File: src/rtl/exc_seq_pkg.sv
package exc_seq_pkg;
    typedef enum logic [3:0] {
        ST_IDLE, ST_SIG, ST_PB, ST_PCH, ST_PCL, ST_P, ST_VLO, ST_VHI, ST_JMP
    } step_e;

    typedef enum logic [2:0] {
        K_RESET, K_NMI, K_IRQ, K_BRK, K_COP
    } kind_e;

    localparam int unsigned AW = 16;
    localparam int unsigned DW = 8;

    typedef struct packed {
        step_e           step;
        kind_e           kind;
        logic            emu;
        logic [AW-1:0]   pc;
        logic [AW-1:0]   sp;
        logic [DW-1:0]   pb;
        logic [DW-1:0]   st;
        logic [DW-1:0]   vlo;
        logic [DW-1:0]   vhi;
        logic            pend_rst;
        logic            pend_nmi;
    } seq_s;
endpackage

File: src/rtl/exc_arbiter.sv
module exc_arbiter
    import exc_seq_pkg::*;
(
    input  logic  idle,
    input  logic  pend_rst,
    input  logic  pend_nmi,
    input  logic  irq_ok,
    input  logic  brk,
    input  logic  cop,
    output logic  take,
    output kind_e kind
);
    always_comb begin
        take = idle;
        kind = K_COP;
        if (pend_rst)      kind = K_RESET;
        else if (pend_nmi) kind = K_NMI;
        else if (irq_ok)   kind = K_IRQ;
        else if (brk)      kind = K_BRK;
        else if (cop)      kind = K_COP;
        else               take = 1'b0;
    end
endmodule

File: src/rtl/exc_vector.sv
module exc_vector
    import exc_seq_pkg::*;
#(
    parameter logic [15:0] VEC_RESET  = 16'hFFFC,
    parameter logic [15:0] VEC_NMI    = 16'hFFFA,
    parameter logic [15:0] VEC_IRQ    = 16'hFFFE,
    parameter logic [15:0] VEC_BRK_NV = 16'hFFF6,
    parameter logic [15:0] VEC_COP    = 16'hFFF4
) (
    input  kind_e       kind,
    input  logic        emu,
    output logic [15:0] vec
);
    always_comb begin
        unique case (kind)
            K_RESET: vec = VEC_RESET;
            K_NMI:   vec = VEC_NMI;
            K_IRQ:   vec = VEC_IRQ;
            K_BRK:   vec = emu ? VEC_IRQ : VEC_BRK_NV;
            default: vec = VEC_COP;
        endcase
    end
endmodule

File: src/rtl/exc_push_mux.sv
module exc_push_mux
    import exc_seq_pkg::*;
#(
    parameter int unsigned BRK_BIT = 4
) (
    input  step_e       step,
    input  kind_e       kind,
    input  logic        emu,
    input  logic [15:0] pc,
    input  logic [7:0]  pb,
    input  logic [7:0]  st,
    output logic [7:0]  wdata
);
    logic [7:0] st_push;

    always_comb begin
        st_push = st;
        if (emu) st_push[BRK_BIT] = (kind == K_BRK);
        unique case (step)
            ST_PB:   wdata = pb;
            ST_PCH:  wdata = pc[15:8];
            ST_PCL:  wdata = pc[7:0];
            ST_P:    wdata = st_push;
            default: wdata = 8'h00;
        endcase
    end
endmodule

File: src/rtl/exc_entry_seq.sv
module exc_entry_seq
    import exc_seq_pkg::*;
#(
    parameter int unsigned IRQ_MASK_BIT = 2,
    parameter logic [7:0]  EMU_PAGE     = 8'h01
) (
    input  logic        clk,
    input  logic        rst_n,
    input  logic        reset_req,
    input  logic        nmi_req,
    input  logic        irq_req,
    input  logic        brk_req,
    input  logic        cop_req,
    input  logic        emu_mode,
    input  logic [15:0] pc_in,
    input  logic [7:0]  pbank_in,
    input  logic [7:0]  status_in,
    input  logic [15:0] sp_in,
    input  logic [7:0]  bus_rdata,
    output logic [15:0] bus_addr,
    output logic [7:0]  bus_wdata,
    output logic        bus_we,
    output logic        bus_rd,
    output logic        vec_pull,
    output logic        busy,
    output logic [15:0] pc_out,
    output logic [7:0]  pbank_out,
    output logic [15:0] sp_out,
    output logic [7:0]  status_out,
    output logic        load_regs
);
    seq_s  s_q, s_d;
    logic  take;
    kind_e take_kind;
    logic  eff_rst, eff_nmi;
    logic [15:0] vec;
    logic [7:0]  push_byte;

    assign eff_rst = s_q.pend_rst | reset_req;
    assign eff_nmi = s_q.pend_nmi | nmi_req;

    exc_arbiter u_arb (
        .idle     (s_q.step == ST_IDLE),
        .pend_rst (eff_rst),
        .pend_nmi (eff_nmi),
        .irq_ok   (irq_req & ~status_in[IRQ_MASK_BIT]),
        .brk      (brk_req),
        .cop      (cop_req),
        .take     (take),
        .kind     (take_kind)
    );

    exc_vector u_vec (
        .kind (s_q.kind),
        .emu  (s_q.emu),
        .vec  (vec)
    );

    exc_push_mux u_mux (
        .step  (s_q.step),
        .kind  (s_q.kind),
        .emu   (s_q.emu),
        .pc    (s_q.pc),
        .pb    (s_q.pb),
        .st    (s_q.st),
        .wdata (push_byte)
    );

    function automatic logic [15:0] sp_dec(input logic [15:0] sp, input logic emu);
        return emu ? {EMU_PAGE, sp[7:0] - 8'd1} : sp - 16'd1;
    endfunction

    always_comb begin
        s_d          = s_q;
        s_d.pend_rst = eff_rst;
        s_d.pend_nmi = eff_nmi;
        bus_addr     = 16'h0000;
        bus_wdata    = 8'h00;
        bus_we       = 1'b0;
        bus_rd       = 1'b0;
        vec_pull     = 1'b0;
        load_regs    = 1'b0;
        unique case (s_q.step)
            ST_IDLE: if (take) begin
                s_d.kind = take_kind;
                s_d.emu  = emu_mode;
                s_d.pc   = pc_in;
                s_d.pb   = pbank_in;
                s_d.st   = status_in;
                s_d.sp   = emu_mode ? {EMU_PAGE, sp_in[7:0]} : sp_in;
                if (take_kind == K_RESET) s_d.pend_rst = 1'b0;
                if (take_kind == K_NMI)   s_d.pend_nmi = 1'b0;
                if (take_kind == K_BRK || take_kind == K_COP) s_d.step = ST_SIG;
                else s_d.step = emu_mode ? ST_PCH : ST_PB;
            end
            ST_SIG: begin
                bus_addr = s_q.pc;
                bus_rd   = 1'b1;
                s_d.pc   = s_q.pc + 16'd1;
                s_d.step = s_q.emu ? ST_PCH : ST_PB;
            end
            ST_PB, ST_PCH, ST_PCL, ST_P: begin
                bus_addr  = s_q.sp;
                bus_wdata = push_byte;
                bus_we    = 1'b1;
                s_d.sp    = sp_dec(s_q.sp, s_q.emu);
                unique case (s_q.step)
                    ST_PB:   s_d.step = ST_PCH;
                    ST_PCH:  s_d.step = ST_PCL;
                    ST_PCL:  s_d.step = ST_P;
                    default: s_d.step = ST_VLO;
                endcase
            end
            ST_VLO: begin
                bus_addr = vec;
                bus_rd   = 1'b1;
                vec_pull = 1'b1;
                s_d.vlo  = bus_rdata;
                s_d.step = ST_VHI;
            end
            ST_VHI: begin
                bus_addr = vec + 16'd1;
                bus_rd   = 1'b1;
                vec_pull = 1'b1;
                s_d.vhi  = bus_rdata;
                s_d.step = ST_JMP;
            end
            default: begin
                load_regs = 1'b1;
                s_d.step  = ST_IDLE;
            end
        endcase
    end

    always_ff @(posedge clk) begin
        if (!rst_n) begin
            s_q          <= '0;
            s_q.step     <= ST_IDLE;
            s_q.kind     <= K_RESET;
        end else begin
            s_q <= s_d;
        end
    end

    assign busy       = (s_q.step != ST_IDLE);
    assign pc_out     = {s_q.vhi, s_q.vlo};
    assign pbank_out  = s_q.emu ? s_q.pb : 8'h00;
    assign sp_out     = s_q.sp;
    assign status_out = s_q.st | (8'h01 << IRQ_MASK_BIT);

    a_r6_rd_we_excl: assert property (@(posedge clk) disable iff (!rst_n)
        !(bus_we && bus_rd));
    a_r10_vpull_is_read: assert property (@(posedge clk) disable iff (!rst_n)
        vec_pull |-> bus_rd && !bus_we);
    a_r10_vec_pair: assert property (@(posedge clk) disable iff (!rst_n)
        (vec_pull && !load_regs && !$past(vec_pull)) |=>
            (vec_pull && bus_addr == $past(bus_addr) + 16'd1));
    a_r6_emu_page: assert property (@(posedge clk) disable iff (!rst_n)
        (bus_we && s_q.emu) |-> bus_addr[15:8] == EMU_PAGE);
    a_r11_load_then_idle: assert property (@(posedge clk) disable iff (!rst_n)
        load_regs |=> !busy);
    a_r11_load_busy: assert property (@(posedge clk) disable iff (!rst_n)
        load_regs |-> busy);
    a_r9_iflag_set: assert property (@(posedge clk) disable iff (!rst_n)
        load_regs |-> status_out[IRQ_MASK_BIT]);
    a_r10_load_after_vhi: assert property (@(posedge clk) disable iff (!rst_n)
        load_regs |-> $past(vec_pull));
endmodule

File: config.mk
export PLATFORM = sky130hd
export DESIGN_NAME = exc_entry_seq
export DESIGN_NICKNAME = d
export VERILOG_FILES = /design/src/rtl/exc_seq_pkg.sv /design/src/rtl/exc_arbiter.sv /design/src/rtl/exc_vector.sv /design/src/rtl/exc_push_mux.sv /design/src/rtl/exc_entry_seq.sv
export SDC_FILE = /design/constraint.sdc
export NUM_CORES = 1
export LEC_CHECK = 0
export BUFFER_PORTS_ARGS = -buffer_cell sky130_fd_sc_hd__buf_2
export CORE_MARGIN = 2
export CORE_UTILIZATION = 50
export CTS_BUF_LIST = sky130_fd_sc_hd__clkbuf_16
export CTS_CLUSTER_SIZE = 20
export DETAILED_ROUTE_END_ITERATION = 6
export MAX_ROUTING_LAYER = met4
export PLACE_DENSITY = 0.88
export SYNTH_ARGS = -nofsm -noshare
export SYNTH_HDL_FRONTEND = slang
export SYNTH_SLANG_ARGS = --single-unit
File: constraint.sdc
create_clock -name clk -period 2.7 [get_ports clk]
set_clock_uncertainty 0.2 [all_clocks]
set_input_delay 0.135 -clock clk [delete_from_list [all_inputs] [get_ports clk]]
set_output_delay 0.135 -clock clk [all_outputs]
set_load 0.02 [all_outputs]
==> summary.md <==
| Metric | Value |
|---|---|
| Largest stage delay, worst path | `between 500 and 600 ps` |
| Largest net degree at the start of global routing | `35` |
| Post-route ant nets | `0` |
| GRT Resource Usage Total | `31.3%` |
| Clock sink total | `74` |
| Area leader, netlist | `dfxtp_1` |
| Starting DRC count in detailed routing | `867` |
| CP Capture Point | `s_q[62]` |
| First-pass GRT wire length | `approximately 24000 µm` |
| Vias per cell | `~6.2` |
| Hold path cells | `4` |
| Main synth FF type | `dfxtp_1` |
| Synth top area cells | `dfxtp_1 34%, nand2_1 8.3%, a21oi_1 7.2%` |
| Max clock buf depth | `2` |
| Critical R2R Capture | `s_q[62]` |
| Layout cell share with drive strength beyond 1 | `a little over a quarter` |
| Average wire per cell in the routed design | `~18 µm` |
| Fin. max-slew vios | `0` |
| Critical Path Start Type | `flop` |
| Via count | `5150` |
| Die ar. | `9570 µm²` |
| Finished Layout Cells | `835` |
| Horiz. Die Dim | `97.8 µm` |
| Layout Nets | `788` |
| Critical Path Fanout Max | `7` |
| Area grow syn2layout | `32.6%` |
| Measured slew at the worst slew-check pin | `867 ps` |
| Root Driver | `clkbuf_16` |
| Crit path launch | `s_q[51]` |
| # fillers | `between 600 and 700` |
| Clock Pin Slew Worst Setup and Hold Paths | `70 ps` |
| Number of global-route vias before repair | `4797` |
| Seq/Total Area, Yosys | `approximately 34%` |
| Critical path endpoint category | `flop` |
| Mapped Area | `4400 µm²` |
| CP Class | `flop to flop` |
| Post-detail-place hpwl | `9920 µm` |
| Final worst path period share | `96.9%` |
| Ports | `141` |
| Starting Density | `51.0%` |
| # diodes | `0` |
| Critical Path, Cell by Cell | `ha_1 -> nand3_1 -> nor4_1 -> nor2_1 -> o31a_1 -> dlygate4sd3_1` |
| Setup ws final | `83.9 ps` |
| Clk Latency, worst-skew pair | `between 300 and 400 ps` |
| RD Place Congestion | `0.966` |
| Worst r2r src | `s_q[51]` |
| Num CTS Buffers | `9` |
| Worst reg2reg setup slack | `roughly 84 ps` |
| Synth top area share | `~34%` |
| Setup-violating endpoint count in the final report | `0` |
| Average size of a mapped cell | `7.71 µm²` |
| Power Density | `1170 nW/µm²` |
| Fin. Hold Viols | `0` |
| DP Worst Slack | `approximately 320 ps` |
| Status | `complete, no violations` |
| Routed wire length | `15400 µm` |
| Async set-reset flop share out of synthesis | `0%` |
| IO Port Bufs | `139` |
| Worst vdd ir | `725 µV` |
| TritonRoute pass-1 iters | `5` |
| Mapped Cells | `approximately 570` |
| Post-synth EDFFs | `0` |
| Syn Nets | `637` |
| Hold Crit Class | `primary input to flop` |
| Req. time, crit path | `2730 ps` |
| DIE HEIGHT | `97.8 µm` |
| Achievable Freq | `382 MHz` |
| Initial antenna violation count | `0` |
| Synth Register Bits | `74` |
| Std cell rows | `34` |
| Fin crit period | `2620 ps` |
| CTS tree | `built` |
| Worst Path Arrival | `2650 ps` |
| GR Overflow Total | `0` |
| Cell depth of the worst flop-to-flop path | `6` |
| Rel. slew slack | `42.0%` |
| Post-placement cell count | `755` |
| Detailed-route DRC error count | `0` |
| Leak | `2.53 nW` |
| CP max-delay cell | `dlygate4sd3_1` |
| Yosys warnings | `0` |
| Fin util | `67.6%` |
| H-tree depth | `3` |
| Max-cap viol count | `0` |
| Synth unique cells | `67` |
| Core box area | `8640 µm²` |
[cell usage in the layout, fill, tap and decap left out, drive strengths merged, types with 5 or more instances in the layout]
cell	n
buf	157
nor3	16
and2	10
a21oi	64
a31oi	5
nor2	49
a221oi	7
dlygate4sd3	62
a221o	9
nand2b	6
nand2	97
nand4	6
mux2i	17
a22oi	8
o21ai	16
clkbuf	9
a211oi	7
o22ai	9
xnor2	10
dfxtp	74
inv	16
nand3	12
nor4	8
[routing by layer]
layer	track usage [%]	share of wire (%)	wire, µm	vias up
li1	-	-	-	2289
met1	37.1	38	5800	2351
met2	51.7	48	7440	403
met3	4.22	8.3	1280	107
met4	16.7	5.9	915	0
met5	-	0	0	-
[timing repair]
action | 4_1_cts | 5_1_grt
setup endpoints to repair | 0 | 4
resized for setup | 0 | 8
setup buffers | 0 | 2
hold buffers | 62 | 0
hold endpoints to repair | 64 | 0
[how the worst min path moves through the flow]
stage | start | endpoint | slack, ps
global placement | status_in[6] | status_out[6] | 180
CTS | reset_req | s_q[67] | 8
detailed placement | pbank_in[6] | s_q[32] | 190
floorplan | rst_n | s_q[69] | 50
global route | reset_req | s_q[67] | 40
finish | reset_req | s_q[67] | 3
[report_power, final]
group | switching, mW | total, mW | internal [mW] | leakage [nW]
combinational | 2.23 | 3.62 | 1.40 | 1.77
sequential | 0.541 | 1.95 | 1.41 | 0.608
clock | 0.516 | 1.24 | 0.724 | 0.148
total | 3.28 | 6.82 | 3.53 | 2.53
[per-stage QoR]
stage	power [mW]	TNS, ps	cell area [µm²]	hold slack, ps
floorplan	4.41	0	4400	48.8
global placement	5.15	0	4880	180
detailed placement	5.25	0	4880	186
CTS	6.59	0	5800	7.81
global route	7.13	-1.76	5840	43.9
finish	6.82	0	5840	2.68
[state kept, by name, summed over array words and instances, names as in the netlist]
| register | count |
|---|---|
| pc_out | 16 |
| status_out | 7 |
| sp_out | 16 |
| s_q | 35 |
[layout make-up]
type | instances | area (µm²) | area share [%]
Inverter | 14 | 52.6 | 0.900
Clock buffer | 9 | 225 | 3.86
Multi-Input combinational cell | 404 | 2410 | 41.3
Sequential cell | 74 | 1490 | 25.4
Timing Repair Buffer | 219 | 1450 | 24.9
Clock inverter | 7 | 77.6 | 1.33
Tap cell | 108 | 135 | 2.32
[synth_stat cells, types with 3 or more instances]
cell type / instances
dfxtp_1: 74
nor3_1: 16
or3_1: 4
nand4_1: 6
mux2i_1: 17
a211oi_1: 7
nand2b_1: 6
buf_4: 42
inv_1: 13
a221oi_1: 7
nor2_1: 47
and2_1: 10
a31oi_1: 4
clkbuf_1: 23
a22oi_1: 8
a211o_1: 3
nand2_1: 97
xnor2_1: 10
nand3_1: 12
xor2_1: 4
nor4_1: 5
a221o_1: 9
o21ai_0: 16
o22ai_1: 9
a21oi_1: 63
buf_2: 11
[logic make-up (layout without fill, tap and decap cells)]
| kind of cell | after synthesis | after routing | synth area share, % |
|---|---|---|---|
| buffers and inverters | 93 | 249 | 12.0 |
| xor gates and xnor gates | 14 | 14 | 2.79 |
| DFF | 74 | 74 | 33.7 |
| adders and majority gates | 2 | 2 | 0.568 |
| other | 1 | 1 | 0.0852 |
| muxes | 18 | 18 | 4.12 |
| AOI/OAI and AO/OA | 149 | 149 | 22.7 |
| and+or+nand+nor | 220 | 220 | 24.1 |
[critical path, delay by kind of cell, from the launching register on]
family | cells | cell delay (ps)
buf+inv | 1 | 560
simple gates | 3 | 730
fa+ha+maj | 1 | 260
compound gates | 1 | 290
flops | 1 | 460
Note: power is estimated with default switching activity, not from simulation.
